**config.mk**
```make
export PLATFORM = sky130hd
export DESIGN_NAME = reorder_buf
export DESIGN_NICKNAME = d
export VERILOG_FILES = /design/src/rtl/rob_pkg.sv /design/src/rtl/rob_ptrs.sv /design/src/rtl/rob_entries.sv /design/src/rtl/rob_rename.sv /design/src/rtl/reorder_buf.sv
export SDC_FILE = /design/constraint.sdc
export NUM_CORES = 2
export LEC_CHECK = 0
export BUFFER_PORTS_ARGS = -buffer_cell sky130_fd_sc_hd__buf_4
export CORE_MARGIN = 4
export CORE_UTILIZATION = 30
export DETAILED_ROUTE_END_ITERATION = 10
export PLACE_DENSITY = 0.47
export SETUP_SLACK_MARGIN = 0.4
export SKIP_CTS_REPAIR_TIMING = 1
export SKIP_LAST_GASP = 1
export SYNTH_ARGS = -nofsm -noshare
export SYNTH_HDL_FRONTEND = slang
export SYNTH_HIERARCHICAL = 1
export SYNTH_SLANG_ARGS = --single-unit
```
**constraint.sdc**
```tcl
create_clock -name clk -period 3.9 [get_ports clk]
set_input_delay 0.195 -clock clk [delete_from_list [all_inputs] [get_ports clk]]
set_output_delay 0.195 -clock clk [all_outputs]
set_load 0.05 [all_outputs]
```
**src/rtl/rob_pkg.sv**
```systemverilog
package rob_pkg;

  // Per-slot state flags
  typedef struct packed {
    logic valid;   // slot holds an instruction
    logic done;    // result posted
    logic exc;     // result carries an exception
    logic wr_reg;  // writes a register
    logic store;   // is a store
  } rob_flags_t;

  function automatic logic slot_commits(input rob_flags_t f);
    return f.valid & f.done & ~f.exc;
  endfunction

  function automatic logic slot_faults(input rob_flags_t f);
    return f.valid & f.done & f.exc;
  endfunction

endpackage

```
**src/rtl/rob_ptrs.sv**
```systemverilog
module rob_ptrs #(
  parameter int DEPTH = 8,
  localparam int TAG_W = $clog2(DEPTH),
  localparam int CNT_W = $clog2(DEPTH + 1)
) (
  input  logic             clk,
  input  logic             rst_n,
  input  logic             do_alloc,
  input  logic             do_retire,
  input  logic             do_flush,
  output logic [TAG_W-1:0] head_q,
  output logic [TAG_W-1:0] tail_q,
  output logic [CNT_W-1:0] cnt_q
);

  // DEPTH is a power of two, so the pointer wraps by overflow
  function automatic logic [TAG_W-1:0] ptr_step(input logic [TAG_W-1:0] p);
    return p + TAG_W'(1);
  endfunction

  function automatic logic [CNT_W-1:0] cnt_next(input logic [CNT_W-1:0] c,
                                                input logic up, input logic dn);
    return c + CNT_W'(up) - CNT_W'(dn);
  endfunction

  always_ff @(posedge clk or negedge rst_n) begin
    if (!rst_n) begin
      head_q <= '0;
      tail_q <= '0;
      cnt_q  <= '0;
    end else if (do_flush) begin
      head_q <= '0;
      tail_q <= '0;
      cnt_q  <= '0;
    end else begin
      if (do_retire) head_q <= ptr_step(head_q);
      if (do_alloc)  tail_q <= ptr_step(tail_q);
      cnt_q <= cnt_next(cnt_q, do_alloc, do_retire);
    end
  end

endmodule

```
**src/rtl/rob_entries.sv**
```systemverilog
module rob_entries
  import rob_pkg::*;
#(
  parameter int DEPTH  = 8,
  parameter int REG_W  = 4,
  parameter int DATA_W = 32,
  parameter int ADDR_W = 32,
  parameter int PC_W   = 32,
  localparam int TAG_W = $clog2(DEPTH)
) (
  input  logic              clk,
  input  logic              rst_n,
  input  logic              flush,
  // allocation
  input  logic              alloc_we,
  input  logic [TAG_W-1:0]  alloc_tag,
  input  logic              alloc_wr_reg,
  input  logic [REG_W-1:0]  alloc_reg,
  input  logic              alloc_store,
  input  logic [PC_W-1:0]   alloc_pc,
  // completion
  input  logic              cmp_we,
  input  logic [TAG_W-1:0]  cmp_tag,
  input  logic [DATA_W-1:0] cmp_value,
  input  logic [ADDR_W-1:0] cmp_st_addr,
  input  logic [DATA_W-1:0] cmp_st_data,
  input  logic              cmp_exc,
  // retirement
  input  logic              ret_we,
  // head read port
  input  logic [TAG_W-1:0]  hd_tag,
  output rob_flags_t        hd_flags,
  output logic [REG_W-1:0]  hd_reg,
  output logic [DATA_W-1:0] hd_value,
  output logic [ADDR_W-1:0] hd_st_addr,
  output logic [DATA_W-1:0] hd_st_data,
  output logic [PC_W-1:0]   hd_pc,
  // lookup read port
  input  logic [TAG_W-1:0]  lk_tag,
  output logic              lk_done,
  output logic [DATA_W-1:0] lk_value
);

  rob_flags_t        flg_v  [DEPTH];
  logic [REG_W-1:0]  reg_v  [DEPTH];
  logic [DATA_W-1:0] val_v  [DEPTH];
  logic [ADDR_W-1:0] addr_v [DEPTH];
  logic [DATA_W-1:0] sdat_v [DEPTH];
  logic [PC_W-1:0]   pc_v   [DEPTH];

  for (genvar g = 0; g < DEPTH; g++) begin : g_slot
    rob_flags_t        f_q;
    logic [REG_W-1:0]  reg_q;
    logic [DATA_W-1:0] val_q;
    logic [ADDR_W-1:0] addr_q;
    logic [DATA_W-1:0] sdat_q;
    logic [PC_W-1:0]   pc_q;
    logic alloc_hit, cmp_hit, ret_hit;

    assign alloc_hit = alloc_we && (alloc_tag == TAG_W'(g));
    assign cmp_hit   = cmp_we && (cmp_tag == TAG_W'(g)) && f_q.valid;
    assign ret_hit   = ret_we && (hd_tag == TAG_W'(g));

    always_ff @(posedge clk or negedge rst_n) begin
      if (!rst_n) begin
        f_q    <= '0;
        reg_q  <= '0;
        val_q  <= '0;
        addr_q <= '0;
        sdat_q <= '0;
        pc_q   <= '0;
      end else if (flush) begin
        f_q <= '0;
      end else begin
        if (ret_hit) f_q.valid <= 1'b0;
        if (alloc_hit) begin
          f_q    <= '{valid: 1'b1, done: 1'b0, exc: 1'b0,
                      wr_reg: alloc_wr_reg, store: alloc_store};
          reg_q  <= alloc_reg;
          pc_q   <= alloc_pc;
          val_q  <= '0;
          addr_q <= '0;
          sdat_q <= '0;
        end
        if (cmp_hit) begin
          f_q.done <= 1'b1;
          f_q.exc  <= cmp_exc;
          val_q    <= cmp_value;
          addr_q   <= cmp_st_addr;
          sdat_q   <= cmp_st_data;
        end
      end
    end

    assign flg_v[g]  = f_q;
    assign reg_v[g]  = reg_q;
    assign val_v[g]  = val_q;
    assign addr_v[g] = addr_q;
    assign sdat_v[g] = sdat_q;
    assign pc_v[g]   = pc_q;
  end

  assign hd_flags   = flg_v[hd_tag];
  assign hd_reg     = reg_v[hd_tag];
  assign hd_value   = val_v[hd_tag];
  assign hd_st_addr = addr_v[hd_tag];
  assign hd_st_data = sdat_v[hd_tag];
  assign hd_pc      = pc_v[hd_tag];

  assign lk_done  = flg_v[lk_tag].done;
  assign lk_value = val_v[lk_tag];

endmodule

```
**src/rtl/rob_rename.sv**
```systemverilog
module rob_rename #(
  parameter int NUM_REGS = 16,
  parameter int DEPTH    = 8,
  parameter int DATA_W   = 32,
  localparam int REG_W   = $clog2(NUM_REGS),
  localparam int TAG_W   = $clog2(DEPTH)
) (
  input  logic              clk,
  input  logic              rst_n,
  input  logic              flush,
  // newest producer claim
  input  logic              ren_we,
  input  logic [REG_W-1:0]  ren_reg,
  input  logic [TAG_W-1:0]  ren_tag,
  // commit write
  input  logic              wb_we,
  input  logic [REG_W-1:0]  wb_reg,
  input  logic [TAG_W-1:0]  wb_tag,
  input  logic [DATA_W-1:0] wb_value,
  // lookup
  input  logic [REG_W-1:0]  lk_reg,
  output logic              lk_renamed,
  output logic [TAG_W-1:0]  lk_tag,
  output logic [DATA_W-1:0] lk_arch
);

  logic              rv_v  [NUM_REGS];
  logic [TAG_W-1:0]  rt_v  [NUM_REGS];
  logic [DATA_W-1:0] arch_v[NUM_REGS];

  for (genvar r = 0; r < NUM_REGS; r++) begin : g_reg
    logic              rv_q;
    logic [TAG_W-1:0]  rt_q;
    logic [DATA_W-1:0] arch_q;
    logic claim, commit, release_hit;

    assign claim       = ren_we && (ren_reg == REG_W'(r));
    assign commit      = wb_we && (wb_reg == REG_W'(r));
    assign release_hit = commit && rv_q && (rt_q == wb_tag);

    always_ff @(posedge clk or negedge rst_n) begin
      if (!rst_n) begin
        rv_q   <= 1'b0;
        rt_q   <= '0;
        arch_q <= '0;
      end else begin
        if (commit) arch_q <= wb_value;
        if (flush) begin
          rv_q <= 1'b0;
        end else if (claim) begin
          rv_q <= 1'b1;
          rt_q <= ren_tag;
        end else if (release_hit) begin
          rv_q <= 1'b0;
        end
      end
    end

    assign rv_v[r]   = rv_q;
    assign rt_v[r]   = rt_q;
    assign arch_v[r] = arch_q;
  end

  assign lk_renamed = rv_v[lk_reg];
  assign lk_tag     = rt_v[lk_reg];
  assign lk_arch    = arch_v[lk_reg];

endmodule

```
**src/rtl/reorder_buf.sv**
```systemverilog
module reorder_buf
  import rob_pkg::*;
#(
  parameter int               DEPTH      = 8,
  parameter int               NUM_REGS   = 16,
  parameter int               DATA_W     = 32,
  parameter int               ADDR_W     = 32,
  parameter int               PC_W       = 32,
  parameter logic [PC_W-1:0]  HANDLER_PC = 32'h0000_0180,
  localparam int              TAG_W      = $clog2(DEPTH),
  localparam int              CNT_W      = $clog2(DEPTH + 1),
  localparam int              REG_W      = $clog2(NUM_REGS)
) (
  input  logic              clk,
  input  logic              rst_n,
  input  logic              alloc_req,
  input  logic              alloc_wr_reg,
  input  logic [REG_W-1:0]  alloc_reg,
  input  logic              alloc_store,
  input  logic [PC_W-1:0]   alloc_pc,
  output logic              alloc_ready,
  output logic [TAG_W-1:0]  alloc_tag,
  input  logic              cmp_valid,
  input  logic [TAG_W-1:0]  cmp_tag,
  input  logic [DATA_W-1:0] cmp_value,
  input  logic [ADDR_W-1:0] cmp_st_addr,
  input  logic [DATA_W-1:0] cmp_st_data,
  input  logic              cmp_exc,
  input  logic [REG_W-1:0]  lk_reg,
  output logic              lk_pending,
  output logic [TAG_W-1:0]  lk_tag,
  output logic              lk_ready,
  output logic [DATA_W-1:0] lk_value,
  output logic              ret_valid,
  output logic              ret_wr_reg,
  output logic [REG_W-1:0]  ret_reg,
  output logic [DATA_W-1:0] ret_value,
  output logic              ret_store,
  output logic [ADDR_W-1:0] ret_st_addr,
  output logic [DATA_W-1:0] ret_st_data,
  output logic [PC_W-1:0]   ret_pc,
  output logic              flush_valid,
  output logic [PC_W-1:0]   flush_exc_pc,
  output logic [PC_W-1:0]   flush_target
);

  // Named internal events
  logic [TAG_W-1:0]  head_q, tail_q;
  logic [CNT_W-1:0]  cnt_q;
  logic              buf_full;
  logic              do_alloc, do_retire, do_flush;
  rob_flags_t        hd_flags;
  logic [REG_W-1:0]  hd_reg;
  logic [DATA_W-1:0] hd_value, hd_st_data;
  logic [ADDR_W-1:0] hd_st_addr;
  logic [PC_W-1:0]   hd_pc;
  logic              ren_hit;
  logic [TAG_W-1:0]  ren_tag;
  logic [DATA_W-1:0] arch_val, buf_val;
  logic              buf_done;

  function automatic logic [DATA_W-1:0] pick_value(input logic renamed, input logic done,
                                                   input logic [DATA_W-1:0] arch,
                                                   input logic [DATA_W-1:0] buffered);
    if (!renamed) return arch;
    return done ? buffered : '0;
  endfunction

  assign buf_full  = (cnt_q == CNT_W'(DEPTH));
  assign do_retire = slot_commits(hd_flags);
  assign do_flush  = slot_faults(hd_flags);
  assign alloc_ready = !buf_full && !do_flush;
  assign do_alloc  = alloc_req && alloc_ready;
  assign alloc_tag = tail_q;

  rob_ptrs #(.DEPTH(DEPTH)) u_ptrs (
    .clk       (clk),
    .rst_n     (rst_n),
    .do_alloc  (do_alloc),
    .do_retire (do_retire),
    .do_flush  (do_flush),
    .head_q    (head_q),
    .tail_q    (tail_q),
    .cnt_q     (cnt_q)
  );

  rob_entries #(
    .DEPTH(DEPTH), .REG_W(REG_W), .DATA_W(DATA_W), .ADDR_W(ADDR_W), .PC_W(PC_W)
  ) u_entries (
    .clk          (clk),
    .rst_n        (rst_n),
    .flush        (do_flush),
    .alloc_we     (do_alloc),
    .alloc_tag    (tail_q),
    .alloc_wr_reg (alloc_wr_reg),
    .alloc_reg    (alloc_reg),
    .alloc_store  (alloc_store),
    .alloc_pc     (alloc_pc),
    .cmp_we       (cmp_valid),
    .cmp_tag      (cmp_tag),
    .cmp_value    (cmp_value),
    .cmp_st_addr  (cmp_st_addr),
    .cmp_st_data  (cmp_st_data),
    .cmp_exc      (cmp_exc),
    .ret_we       (do_retire),
    .hd_tag       (head_q),
    .hd_flags     (hd_flags),
    .hd_reg       (hd_reg),
    .hd_value     (hd_value),
    .hd_st_addr   (hd_st_addr),
    .hd_st_data   (hd_st_data),
    .hd_pc        (hd_pc),
    .lk_tag       (ren_tag),
    .lk_done      (buf_done),
    .lk_value     (buf_val)
  );

  rob_rename #(.NUM_REGS(NUM_REGS), .DEPTH(DEPTH), .DATA_W(DATA_W)) u_rename (
    .clk        (clk),
    .rst_n      (rst_n),
    .flush      (do_flush),
    .ren_we     (do_alloc && alloc_wr_reg),
    .ren_reg    (alloc_reg),
    .ren_tag    (tail_q),
    .wb_we      (do_retire && hd_flags.wr_reg),
    .wb_reg     (hd_reg),
    .wb_tag     (head_q),
    .wb_value   (hd_value),
    .lk_reg     (lk_reg),
    .lk_renamed (ren_hit),
    .lk_tag     (ren_tag),
    .lk_arch    (arch_val)
  );

  assign lk_pending = ren_hit;
  assign lk_tag     = ren_tag;
  assign lk_ready   = !ren_hit || buf_done;
  assign lk_value   = pick_value(ren_hit, buf_done, arch_val, buf_val);

  assign ret_valid    = do_retire;
  assign ret_wr_reg   = do_retire && hd_flags.wr_reg;
  assign ret_store    = do_retire && hd_flags.store;
  assign ret_reg      = hd_reg;
  assign ret_value    = hd_value;
  assign ret_st_addr  = hd_st_addr;
  assign ret_st_data  = hd_st_data;
  assign ret_pc       = hd_pc;

  assign flush_valid  = do_flush;
  assign flush_exc_pc = hd_pc;
  assign flush_target = HANDLER_PC;

endmodule

```
==> results.yml <==
grt:
  overflow: 0
  grt_max_degree: 117
  grt_pass1_vias: 51200
  grt_antenna_before_repair: 42
  grt_use_total_pct: 18.4
  grt_pass1_wl_mm: 366
route:
  drt-initial-drc-count: 3430
  dr.pass1.iters: 5
  postRouteAntennaNets: 0
  drc: 0
  vias: 48000
  via_per_inst: 5.42
  wl_mm: 253
  wl_per_cell_um: 28.5
floorplanning:
  num_rows: 186
  pin_count: 387
  start_util_pct: 30.1
  dieWidth_um: 516
  core_um2: 257000
  die_area_um2: 266000
  die_y_um: 516
sta:
  tightest_slew_ns: 1.12
  slew_viol_final: 0
  setup_ws_ns: -0.194
  tns_ns: -3.97
  fin_crit_sh_pct: 105
  max_slew_margin_pct: 24.9
  finClkSkew_ns: 0.0509
  rsz0062_at_grt: "yes"
  max_freq_mhz: 244
  setup_violations: 32
  min_period_ns: 4.09
  hold_violations: 0
placed_design:
  portBuffers: 354
  gp_congestion: 0.750
  placed_cells: 8339
  dp_hpwl_mm: 141
  dpl_cell_area_um2: 83900
setup_path:
  timing.critical_path.to_type: "output port"
  rr_worst_depth: 9
  rr_endpoint: "u_entries/g_slot[5].pc_q[28]"
  cp_max_fo: 65
  crit_top_cell: "mux4_2"
  r2r_start: "u_ptrs/head_q[0]"
  max_stage_delay_ns: 0.47
  worstPathCellList: "mux4_2 > a22oi_1 > nand2_4 > buf_12 > mux4_2 > mux2_2 > a22o_2 > buf_4"
  crit_type: "flop to output port"
  cp.required_ns: 3.70
  start_kind: "flop"
  cp.arrival_ns: 3.90
  ff2ff_setup_slack_ns: 0.44
  cp_slowest_cell: "mux4_2"
  critPathLaunch: "u_rename/g_reg[9].rt_q[1]"
pwr:
  p_per_area_nw_per_um2: 898
  irDropWorstVdd_mv: 1.22
  total_power_w: 0.0829
  p_leak_nw: 41.7
synthesis:
  synth_edf_count: 0
  syn_area_per_cell_um2: 15.4
  synth-main-ff-cell: "dfrtp_1"
  yosysSeqAreaShare_pct: 54.4
  ys_warn_count: 6
  syn_inst: 5024
  synth_area_um2: 77300
  async_flop_share_pct: 100
  ys_seq_elements: 1682
  synth.distinct_cells: 64
cts:
  htreeDepth: 4
  cts-root-buf: "clkbuf_16"
  clockBufferDepth: 3
  insertion_delay_ns: 0.84
  cts_tree: "done"
  cts.sinks: 1682
  cts.reportedPaths.clkPinSlew_ns: 0.06
  cts_buffers: 184
finish:
  syn_to_final_growth_pct: 19.5
  n_fill_cell: 24300
  finalInstanceArea_um2: 92400
  post_route_cells_drive_above_1_share_pct: 44.8
  fin_cells: 8863
  nets: 5470
  fin_util_pct: 36.0
min_path:
  hold_class: "input pin to async pin"
flow_run:
  drv_cap: 0
outcome:
  status: "finished, violations left"
  violations: "negative setup slack"
power by group:
group / switching (W) / total (W) / internal, W / leakage, nW
sequential: 0.00391 / 0.0282 / 0.0242 / 22.2
clock: 0.00753 / 0.0178 / 0.0103 / 3.04
combinational: 0.0207 / 0.0369 / 0.0162 / 16.4
total: 0.0321 / 0.0829 / 0.0508 / 41.7
through the flow:
step           worst slack [ns]  hold slack, ns
2_1_floorplan             0.262          -0.101
3_3_place_gp              0.282           0.308
3_5_place_dp              0.293           0.309
4_1_cts                  -0.544          -0.617
5_1_grt                  -0.249          0.0196
6_report                 -0.194          0.0498
worst max-delay path by stage:
stage | to | slack [ns]
6_report | lk_value[14] | -0.19
3_3_place_gp | lk_value[30] | 0.28
5_1_grt | lk_value[31] | -0.25
4_1_cts | lk_value[30] | -0.54
2_1_floorplan | u_rename/g_reg[12].rv_q | 0.26
3_5_place_dp | lk_value[30] | 0.29
critical path: cells and delay by family (launching register included):
family                 cells  cell delay, ns
multiplexers               3            1.23
AO/OA/AOI/OAI              2            0.69
flip-flops                 1            0.41
buffers and inverters      2            0.40
AND/OR/NAND/NOR            1            0.14
state kept, by name, indices dropped and copies added, names as in the netlist:
signal	cells
u_entries/flg_v	40
u_rename/g.rt_q	48
u_ptrs/tail_q	3
u_ptrs/cnt_q	4
u_entries/g_slot.sdat_q	256
u_entries/g_slot.reg_q	32
u_entries/g_slot.pc_q	256
u_ptrs/head_q	3
u_entries/g_slot.val_q	256
u_rename/g.arch_q	512
u_rename/g.rv_q	16
u_entries/g_slot.addr_q	256
layout by cell type (no fill, tap or decap), types with 60 or more instances in the layout:
cell and instances:
a22oi_1 70, buf_4 417, a22o_1 784, buf_12 73
mux2_2 1010, dfrtp_1 1679, mux4_2 484, nand2_1 60
dlygate4sd3_1 140, clkbuf_16 194
per-layer routing:
layer | part of all wire, % | vias up | wire [um] | track usage (%)
met5 | 0.049 | - | 125 | 0
met4 | 2.6 | 22 | 6460 | 5.51
met1 | 44 | 26200 | 113000 | 25.2
met2 | 47 | 1500 | 118000 | 29.1
met3 | 6.1 | 364 | 15400 | 4.20
li1 | - | 20000 | - | -
cells in the mapped netlist (13+ instances only):
| cell type | number | share of area, % |
|---|---|---|
| a22oi_1 | 72 | 0.70 |
| buf_2 | 194 | 1.3 |
| a31o_2 | 15 | 0.17 |
| nand4_1 | 13 | 0.11 |
| xor2_1 | 20 | 0.23 |
| buf_4 | 76 | 0.74 |
| nor2_1 | 23 | 0.11 |
| a22o_1 | 812 | 9.2 |
| nand2_1 | 64 | 0.31 |
| buf_1 | 117 | 0.57 |
| xnor2_1 | 34 | 0.39 |
| and2_1 | 13 | 0.11 |
| clkbuf_1 | 214 | 1.0 |
| mux4_2 | 484 | 14 |
| mux2_2 | 1016 | 15 |
| dfrtp_1 | 1682 | 54 |
area by class of cell:
type | instances | area (um^2) | area share, %
clock inverters | 45 | 639 | 0.692
diodes | 22 | 55.1 | 0.0596
multi-input cells | 2753 | 32900 | 35.6
repair buffers | 683 | 6870 | 7.44
flip-flops and latches | 1682 | 42100 | 45.6
well taps | 3384 | 4230 | 4.58
inverters | 13 | 48.8 | 0.0528
clock buffers | 281 | 5530 | 5.99
cells by family after synthesis:
kind of cell             after synthesis  share of synthesized area (%)
other                                  2                        0.00971
AND/OR/NAND/NOR                      203                           1.48
flip-flops                          1682                           54.4
buffers and inverters                624                           3.82
AO/OA/AOI/OAI                        948                           10.6
adder cells (fa/ha/maj)                7                          0.123
multiplexers                        1504                           28.9
XOR/XNOR                              54                          0.612
No activity file was read; power rests on OpenSTA's default activity.
